--- src/rtl/arp_resp_pkg.sv ---
package arp_resp_pkg;
  localparam int unsigned OCTET        = 8;
  localparam logic [15:0] ETYPE_ARP    = 16'h0806;
  localparam logic [15:0] HW_ETHERNET  = 16'h0001;
  localparam logic [15:0] PROTO_IPV4   = 16'h0800;
  localparam logic [15:0] OPC_REQUEST  = 16'd1;
  localparam logic [15:0] OPC_ANSWER   = 16'd2;
  localparam int unsigned FIXED_BYTES  = 10;  // ethertype + htype + ptype + hlen + plen + opcode

  typedef struct packed {
    logic start;
    logic answer_seen;
  } filt_out_t;
endpackage

--- src/rtl/arp_rx_filter.sv ---
module arp_rx_filter
  import arp_resp_pkg::*;
#(
  parameter int unsigned IP_W = 32
) (
  input  logic            in_valid,
  input  logic [15:0]     in_opcode,
  input  logic [IP_W-1:0] in_tpa,
  input  logic [IP_W-1:0] local_ip,
  input  logic            tx_busy,
  output filt_out_t       decision
);
  logic is_request;
  logic is_answer;
  logic ip_match;

  always_comb begin
    is_request           = (in_opcode == OPC_REQUEST);
    is_answer            = (in_opcode == OPC_ANSWER);
    ip_match             = (in_tpa == local_ip);
    decision.start       = in_valid && is_request && ip_match && !tx_busy;
    decision.answer_seen = in_valid && is_answer;
  end
endmodule

--- src/rtl/arp_peer_store.sv ---
module arp_peer_store #(
  parameter int unsigned MAC_W = 48,
  parameter int unsigned IP_W  = 32
) (
  input  logic             clk,
  input  logic             rst_n,
  input  logic             capture,
  input  logic [MAC_W-1:0] src_mac,
  input  logic [IP_W-1:0]  src_ip,
  output logic [MAC_W-1:0] held_mac,
  output logic [IP_W-1:0]  held_ip
);
  logic [MAC_W-1:0] mac_d;
  logic [IP_W-1:0]  ip_d;

  always_comb begin
    mac_d = held_mac;
    ip_d  = held_ip;
    if (capture) begin
      mac_d = src_mac;
      ip_d  = src_ip;
    end
  end

  always_ff @(posedge clk or negedge rst_n) begin
    if (!rst_n) begin
      held_mac <= '0;
      held_ip  <= '0;
    end else begin
      held_mac <= mac_d;
      held_ip  <= ip_d;
    end
  end
endmodule

--- src/rtl/arp_frame_seq.sv ---
module arp_frame_seq #(
  parameter int unsigned FRAME_LEN = 60,
  localparam int unsigned IDX_W    = $clog2(FRAME_LEN)
) (
  input  logic             clk,
  input  logic             rst_n,
  input  logic             start,
  output logic             active,
  output logic [IDX_W-1:0] idx,
  output logic             first,
  output logic             last
);
  localparam logic [IDX_W-1:0] LAST_IDX = IDX_W'(FRAME_LEN - 1);

  logic             active_d;
  logic [IDX_W-1:0] idx_d;

  always_comb begin
    active_d = active;
    idx_d    = idx;
    if (active) begin
      if (idx == LAST_IDX) begin
        active_d = 1'b0;
        idx_d    = '0;
      end else begin
        idx_d = idx + 1'b1;
      end
    end else if (start) begin
      active_d = 1'b1;
      idx_d    = '0;
    end
  end

  always_ff @(posedge clk or negedge rst_n) begin
    if (!rst_n) begin
      active <= 1'b0;
      idx    <= '0;
    end else begin
      active <= active_d;
      idx    <= idx_d;
    end
  end

  always_comb begin
    first = active && (idx == '0);
    last  = active && (idx == LAST_IDX);
  end

  AST_EOF_ENDS: assert property (@(posedge clk) disable iff (!rst_n)
    last |=> !active);
  AST_SOF_ON_RISE: assert property (@(posedge clk) disable iff (!rst_n)
    $rose(active) |-> first);
  AST_START_IDLE: assert property (@(posedge clk) disable iff (!rst_n)
    start |-> !active);
endmodule

--- src/rtl/arp_byte_mux.sv ---
module arp_byte_mux
  import arp_resp_pkg::*;
#(
  parameter int unsigned MAC_W     = 48,
  parameter int unsigned IP_W      = 32,
  parameter int unsigned FRAME_LEN = 60,
  localparam int unsigned IDX_W    = $clog2(FRAME_LEN),
  localparam int unsigned MAC_B    = MAC_W / OCTET,
  localparam int unsigned IP_B     = IP_W / OCTET,
  localparam int unsigned HDR_B    = 4 * MAC_B + 2 * IP_B + FIXED_BYTES,
  localparam int unsigned HDR_BITS = HDR_B * OCTET
) (
  input  logic [IDX_W-1:0]  idx,
  input  logic [MAC_W-1:0]  local_mac,
  input  logic [IP_W-1:0]   local_ip,
  input  logic [MAC_W-1:0]  peer_mac,
  input  logic [IP_W-1:0]   peer_ip,
  output logic [OCTET-1:0]  byte_out,
  output logic              in_pad
);
  logic [HDR_BITS-1:0] hdr_vec;
  logic [HDR_BITS-1:0] hdr_shift;

  always_comb begin
    hdr_vec = {peer_mac, local_mac, ETYPE_ARP, HW_ETHERNET, PROTO_IPV4,
               8'(MAC_B), 8'(IP_B), OPC_ANSWER,
               local_mac, local_ip, peer_mac, peer_ip};
    hdr_shift = hdr_vec << {idx, 3'b000};
    in_pad    = (int'(idx) >= HDR_B);
    byte_out  = in_pad ? '0 : hdr_shift[HDR_BITS-1 -: OCTET];
  end
endmodule

--- src/rtl/arp_responder.sv ---
module arp_responder
  import arp_resp_pkg::*;
#(
  parameter int unsigned MAC_W     = 48,
  parameter int unsigned IP_W      = 32,
  parameter int unsigned FRAME_LEN = 60
) (
  input  logic             clk,
  input  logic             rst_n,
  input  logic [MAC_W-1:0] cfg_mac,
  input  logic [IP_W-1:0]  cfg_ip,
  input  logic             arp_valid,
  input  logic [15:0]      arp_opcode,
  input  logic [MAC_W-1:0] arp_sha,
  input  logic [IP_W-1:0]  arp_spa,
  input  logic [IP_W-1:0]  arp_tpa,
  output logic             tx_valid,
  output logic [7:0]       tx_data,
  output logic             tx_sof,
  output logic             tx_eof,
  output logic             busy,
  output logic [MAC_W-1:0] peer_mac,
  output logic [IP_W-1:0]  peer_ip,
  output logic             rsp_seen
);
  localparam int unsigned IDX_W = $clog2(FRAME_LEN);

  logic [1:0]       rst_pipe;
  logic             rst_int_n;
  filt_out_t        decision;
  logic             seq_active;
  logic [IDX_W-1:0] seq_idx;
  logic             seq_first;
  logic             seq_last;
  logic             pad_zone;
  logic             rsp_seen_d;

  always_ff @(posedge clk or negedge rst_n) begin
    if (!rst_n) rst_pipe <= 2'b00;
    else        rst_pipe <= {rst_pipe[0], 1'b1};
  end
  assign rst_int_n = rst_pipe[1];

  arp_rx_filter #(.IP_W(IP_W)) u_filter (
    .in_valid  (arp_valid),
    .in_opcode (arp_opcode),
    .in_tpa    (arp_tpa),
    .local_ip  (cfg_ip),
    .tx_busy   (seq_active),
    .decision  (decision)
  );

  arp_peer_store #(.MAC_W(MAC_W), .IP_W(IP_W)) u_store (
    .clk      (clk),
    .rst_n    (rst_int_n),
    .capture  (decision.start),
    .src_mac  (arp_sha),
    .src_ip   (arp_spa),
    .held_mac (peer_mac),
    .held_ip  (peer_ip)
  );

  arp_frame_seq #(.FRAME_LEN(FRAME_LEN)) u_seq (
    .clk    (clk),
    .rst_n  (rst_int_n),
    .start  (decision.start),
    .active (seq_active),
    .idx    (seq_idx),
    .first  (seq_first),
    .last   (seq_last)
  );

  arp_byte_mux #(.MAC_W(MAC_W), .IP_W(IP_W), .FRAME_LEN(FRAME_LEN)) u_mux (
    .idx       (seq_idx),
    .local_mac (cfg_mac),
    .local_ip  (cfg_ip),
    .peer_mac  (peer_mac),
    .peer_ip   (peer_ip),
    .byte_out  (tx_data),
    .in_pad    (pad_zone)
  );

  always_comb rsp_seen_d = decision.answer_seen;

  always_ff @(posedge clk or negedge rst_int_n) begin
    if (!rst_int_n) rsp_seen <= 1'b0;
    else            rsp_seen <= rsp_seen_d;
  end

  assign tx_valid = seq_active;
  assign busy     = seq_active;
  assign tx_sof   = seq_first;
  assign tx_eof   = seq_last;

  AST_ANSWER_NO_TX: assert property (@(posedge clk) disable iff (!rst_int_n)
    (arp_valid && arp_opcode == OPC_ANSWER) |=> !tx_sof);
  AST_FOREIGN_NO_TX: assert property (@(posedge clk) disable iff (!rst_int_n)
    (arp_valid && arp_tpa != cfg_ip && !busy) |=> !tx_sof);
  AST_PEER_HOLD: assert property (@(posedge clk) disable iff (!rst_int_n)
    (busy && !tx_sof) |-> ($stable(peer_mac) && $stable(peer_ip)));
  AST_PAD_ZERO: assert property (@(posedge clk) disable iff (!rst_int_n)
    (tx_valid && pad_zone) |-> (tx_data == 8'h00));
  AST_SEEN_PULSE: assert property (@(posedge clk) disable iff (!rst_int_n)
    rsp_seen |-> $past(arp_valid && arp_opcode == OPC_ANSWER));
endmodule

--- config.mk ---
export PLATFORM = sky130hd
export DESIGN_NAME = arp_responder
export DESIGN_NICKNAME = d
export VERILOG_FILES = /design/src/rtl/arp_resp_pkg.sv /design/src/rtl/arp_rx_filter.sv /design/src/rtl/arp_peer_store.sv /design/src/rtl/arp_frame_seq.sv /design/src/rtl/arp_byte_mux.sv /design/src/rtl/arp_responder.sv
export SDC_FILE = /design/constraint.sdc
export NUM_CORES = 1
export LEC_CHECK = 0
export CORE_MARGIN = 4
export CORE_UTILIZATION = 44
export CTS_CLUSTER_SIZE = 8
export DETAILED_ROUTE_END_ITERATION = 8
export MAX_ROUTING_LAYER = met4
export PLACE_DENSITY = 0.86
export SYNTH_ARGS = -nofsm -noshare
export SYNTH_HDL_FRONTEND = slang
export SYNTH_HIERARCHICAL = 1
export SYNTH_SLANG_ARGS = --single-unit
--- constraint.sdc ---
create_clock -name clk -period 7.6 [get_ports clk]
set_input_delay 0.76 -clock clk [delete_from_list [all_inputs] [get_ports clk]]
set_output_delay 0.76 -clock clk [all_outputs]
set_load 0.005 [all_outputs]
==> results of run 1 <==
[power groups by stage]
stage	registers (mW)	clock network, mW	logic [mW]
floorplan	0.495	0	0.0259
global placement	0.493	0	0.154
detailed placement	0.493	0	0.155
CTS	0.484	0.494	0.156
global route	0.484	0.514	0.165
finish	0.484	0.484	0.156
[cell type report]
class | instances | share of cell area (%)
multi-input cells | 329 | 36.6
diodes | 1 | 0.0269
inverters | 5 | 0.202
repair buffers | 308 | 33.0
clock inverters | 4 | 0.821
clock buffers | 12 | 2.65
well taps | 176 | 2.37
flip-flops and latches | 90 | 24.3
[sequential cells by signal, summed over array words and instances (netlist names)]
name / count
u_seq/active: 1
rst_pipe: 2
rsp_seen: 1
u_store/held_mac: 48
u_seq/idx: 6
u_store/held_ip: 32
[per-layer routing]
layer	track usage, %	routed length, um
met5	-	0
met4	7.14	433
met3	6.35	1220
met2	44.8	10400
met1	34.7	9130
[path summary, 6_finish.rpt]
kind	start	endpoint
max	u_seq/idx[0]	tx_data[7]
min	rst_pipe[1]	u_store/held_mac[31]
max reg2reg	u_seq/active	u_seq/idx[5]
min reg2reg	rst_pipe[1]	u_store/held_mac[31]
max in group asynchronous	rst_pipe[1]	u_store/held_ip[15]
min in group clk	rst_pipe[0]	rst_pipe[1]
[through the flow]
| step | area [sq um] | setup WS (ns) |
|---|---|---|
| 3_5_place_dp | 8970 | 3.17 |
| 6_report | 9300 | 3.42 |
| 2_1_floorplan | 6010 | 4.91 |
| 4_1_cts | 9300 | 3.39 |
| 5_1_grt | 9300 | 3.28 |
| 3_3_place_gp | 8970 | 3.27 |
==> results.ini, run 1 <==
[place]
dp_hpwl_mm=16.6
placed_cells=908
numPortBuffers=303
gp_congestion=0.911

[sta]
setup_viol=0
fmax_mhz=239
hold_viol_final=0
fin_crit_sh_pct=55.0
finalCriticalPeriod_ns=4.18
final-max-slew-violation-count=0
tightestPinTransition_ns=0.922
holdWs_ns=0.299
slew_headroom_pct=38.5
final.setup.tns_ns=0
rsz0062_at_grt=no
clock_skew_ns=0.00713

[routing]
drt-pass1-iter-count=5
num_vias=5065
routedWlPerCell_um=22.9
drc_errors=0
via_per_inst=5.48
drt-initial-drc-count=286
drt-total-wl_mm=21.2
ant_nets=0

[floorplanning]
die_h_um=125
placement_rows=42
ios=304
fp.coreArea_sq_um=13300
die_w_um=125
dieArea_sq_um=15600
start_util_pct=45.2

[clocking]
cts_root_buf=clkbuf_16
numClockSinks=90
clock_path_buffers=2
cts_hold_buf=0
cts_tree=built
cts_setup_buffers=0
cts_max_level=3
cts_buffers=9
clk_pin_slew_ns=0.06
clkLatencyLatePin_ns=0.35
ctsResizeCount=0

[setup_path]
start_kind=flip-flop
cp.arrival_ns=3.42
slowest_delay_ns=0.72
crit_type=reg -> out
crit_cells=6
path_buf_inv=2
r2r_setup_slack_ns=4.07
critical-path-top-delay-family=buffers and inverters
required_ns=6.84
reg2regPathDepth=8
cp-end-kind=output port
crit_fanout=47
cp_cell_sequence=buf_4, mux4_1, a31oi_1, o32a_1, o21ai_0, clkdlybuf4s50_1
cp_slowest_cell=dfrtp_4

[global_routing]
grt_pass1_wl_mm=32.2
grt_overflow=0
track_usage_pct=27.5
grt_pass1_vias=5481
antenna_found_initial=0
grt_max_degree=50

[min_path]
hold_path.class=reg -> async

[yosys]
syn-cell-area_sq_um=6010
synth_nets=670
ys_warn_count=6
syn_area_per_cell_sq_um=13.1
syn_inst=457

[finish]
syn2layout_area_growth_pct=54.7
fillers=968
final_cell_mix=clkdlybuf4s50_1, dfrtp_1, mux2_4, xor2_1, mux2i_1
seq_area_sq_um=2260
instances_no_fill=925
finalNetCount=956
utilization_pct=69.9
drive_gt1_share_pct=17.5
final_common_cell=clkdlybuf4s50_1
multi_input_area_sq_um=3400

[power_and_ir_drop]
finalPower_mw=1.12
power_frac_comb_pct=13.9
worst_ir_drop_vdd_uv=92.9
swShare_pct=20.7
p_int_uw=891
power_frac_clock_pct=43.0
p_per_area_nw_per_um2=121
p_seq_share_pct=43.0
p_sw_uw=233
p_leak_nw=4.06

[job]
drv_cap=0

[run_status]
run_status=completed

Power figures use the tool's default switching activity.
==> inputs of run 2 (changes only) <==
- CORE_UTILIZATION: 44 -> 41
- PLACE_DENSITY: 0.86 -> 0.81
- clock period: 7.6 -> 4.4 ns (I/O delays scaled with it)
==> run 2 against run 1 <==
  * Clock power grew 65%
  * Critical path type unchanged
  * Die area grew 6.8%
  * Final area grew 0.38%
  * Non-clock buffer count grew 1
  * Combinational power grew 67%
  * Register-to-register slack lost 2.2 ns
  * Sequential cell count is the same
  * Wire length shrank 0.93%
  * First-iteration DRC count grew 29%
  * Utilization shrank 3.7 points
  * Highest routed layer unchanged
==> results.ini, run 2 (synthesis results as in run 1) <==
[run_status]
run_status=completed

[setup_path]
required_ns=3.96
critical-path-top-delay-family=compound AO/OA/AOI/OAI gates
cp_slowest_cell=dfrtp_2
crit_fanout=28
start_kind=flip-flop
cp.arrival_ns=3.07
r2r_setup_slack_ns=1.85
cp-end-kind=output port
slowest_delay_ns=0.71
cp_cell_sequence=nand3b_1, o22ai_1, a22o_1, a21oi_1, o21ai_0, clkdlybuf4s50_1
crit_type=reg -> out
path_buf_inv=1

[clocking]
cts_hold_buf=0
cts_root_buf=clkbuf_16
cts_setup_buffers=0
clock_path_buffers=2
ctsResizeCount=0
cts_tree=built
cts_max_level=3
clk_pin_slew_ns=0.07
cts_buffers=9
numClockSinks=90
clkLatencyLatePin_ns=0.35

[place]
dp_hpwl_mm=16.6
gp_congestion=0.870
numPortBuffers=303
dp_slack_ns=1.11

[sta]
final.setup.tns_ns=0
setup_viol=0
fin_crit_sh_pct=79.8
slew_headroom_pct=25.2
rsz0062_at_grt=no
finalCriticalPeriod_ns=3.51
setup_slack_ns=0.891
fmax_mhz=285
final-max-slew-violation-count=0
hold_viol_final=0
tightestPinTransition_ns=1.12
clock_skew_ns=0.00765

[floorplanning]
dieArea_sq_um=16700
start_util_pct=42.6
fp.coreArea_sq_um=14100
ios=304
die_h_um=129
placement_rows=43
die_w_um=129

[global_routing]
grt_pass1_wl_mm=31.5
grt_max_degree=89
track_usage_pct=25.5
grt_overflow=0
antenna_found_initial=0
grt_pass1_vias=5414

[finish]
largest_reg_flops=48
final_common_cell=clkdlybuf4s50_1
fillers=1078
drive_gt1_share_pct=17.9
multi_input_area_sq_um=3400
finalNetCount=957
antennaDiodeCount=0
final_cell_mix=clkdlybuf4s50_1, dfrtp_1, mux2_4, xor2_1, mux2i_1
seq_area_sq_um=2260
syn2layout_area_growth_pct=55.3
max_flop_register=u_store/held_mac
largestRegisters=u_store/held_mac (48), u_store/held_ip (32), u_seq/idx (6)

[routing]
drc_errors=0
num_vias=5084
drt-total-wl_mm=21.0
drt-initial-drc-count=368
drt-pass1-iter-count=5
via_per_inst=5.47
routedWlPerCell_um=22.6
ant_nets=0

[power_and_ir_drop]
p_int_mw=1.50
p_seq_share_pct=44.3
p_sw_uw=407
power_frac_clock_pct=42.0
power_frac_comb_pct=13.7
worst_ir_drop_vdd_uv=170
p_leak_nw=4.07
swShare_pct=21.4
p_per_area_nw_per_um2=204

[min_path]
hold_path.class=in -> async

[job]
drv_cap=0

[run 2: changes by cell type in the layout (fill, tap and decap cells not counted), moves of 2 or more]
cell / previous run / this run
buf_12: 0 / 3
clkinv_2: 0 / 2
buf_4: 5 / 3
clkbuf_1: 2 / 0
inv_6: 0 / 2
[run 2: area by class of cell]
cell class / instances / area share, %
Tap cell: 180 / 2.41
Multi-Input combinational cell: 329 / 36.5
Clock inverter: 5 / 0.617
Sequential cell: 90 / 24.2
Inverter: 5 / 0.201
Clock buffer: 11 / 2.71
Timing Repair Buffer: 309 / 33.4
[run 2: per-layer routing]
metal / vias up / track usage [%] / part of all wire [%]
met1: 2480 / 33.5 / 42
met2: 257 / 41.4 / 49
li1: 2317 / - / -
met4: 0 / 6.49 / 1.8
met3: 30 / 4.20 / 6.6
met5: - / - / 0
[run 2: power groups by stage]
| stage | logic (mW) | clock network [mW] | registers [mW] |
|---|---|---|---|
| after floorplan | 0.0448 | 0 | 0.855 |
| after global placement | 0.255 | 0 | 0.859 |
| after detailed placement | 0.258 | 0 | 0.860 |
| after CTS | 0.260 | 0.824 | 0.844 |
| after global routing | 0.273 | 0.859 | 0.846 |
| final | 0.260 | 0.800 | 0.843 |
[run 2: per-stage QoR]
stage	utilization, %	cell area (sq um)	hold slack [ns]	total power, mW	std cells
after floorplan	-	6010	0.144	0.900	457
after global placement	64.0	9020	0.339	1.11	913
after detailed placement	64.0	9020	0.339	1.12	913
after CTS	66.2	9330	0.237	1.93	929
after global routing	66.2	9330	0.246	1.98	929
final	66.2	9330	0.250	1.90	929
[run 2: worst register-to-register path: stages, from the launching register on]
cell	delay, ns
dfrtp_1	0.56
nor4b_1	0.39
nand4_1	0.23
nor4_4	0.46
buf_12	0.31
nor2_2	0.12
a22oi_1	0.27
a22oi_2	0.09
[run 2: path summary, 6_finish.rpt]
path | cells after the start | to | start
setup / recovery | 6 | tx_data[7] | u_seq/idx[1]
hold / removal | 1 | rst_pipe[1] | rst_n
setup reg to reg | 7 | u_seq/idx[5] | u_seq/active
hold reg to reg | 0 | rst_pipe[1] | rst_pipe[0]
max in group asynchronous | 0 | u_seq/idx[0] | rst_pipe[1]
min in group clk | 0 | rst_pipe[1] | rst_pipe[0]
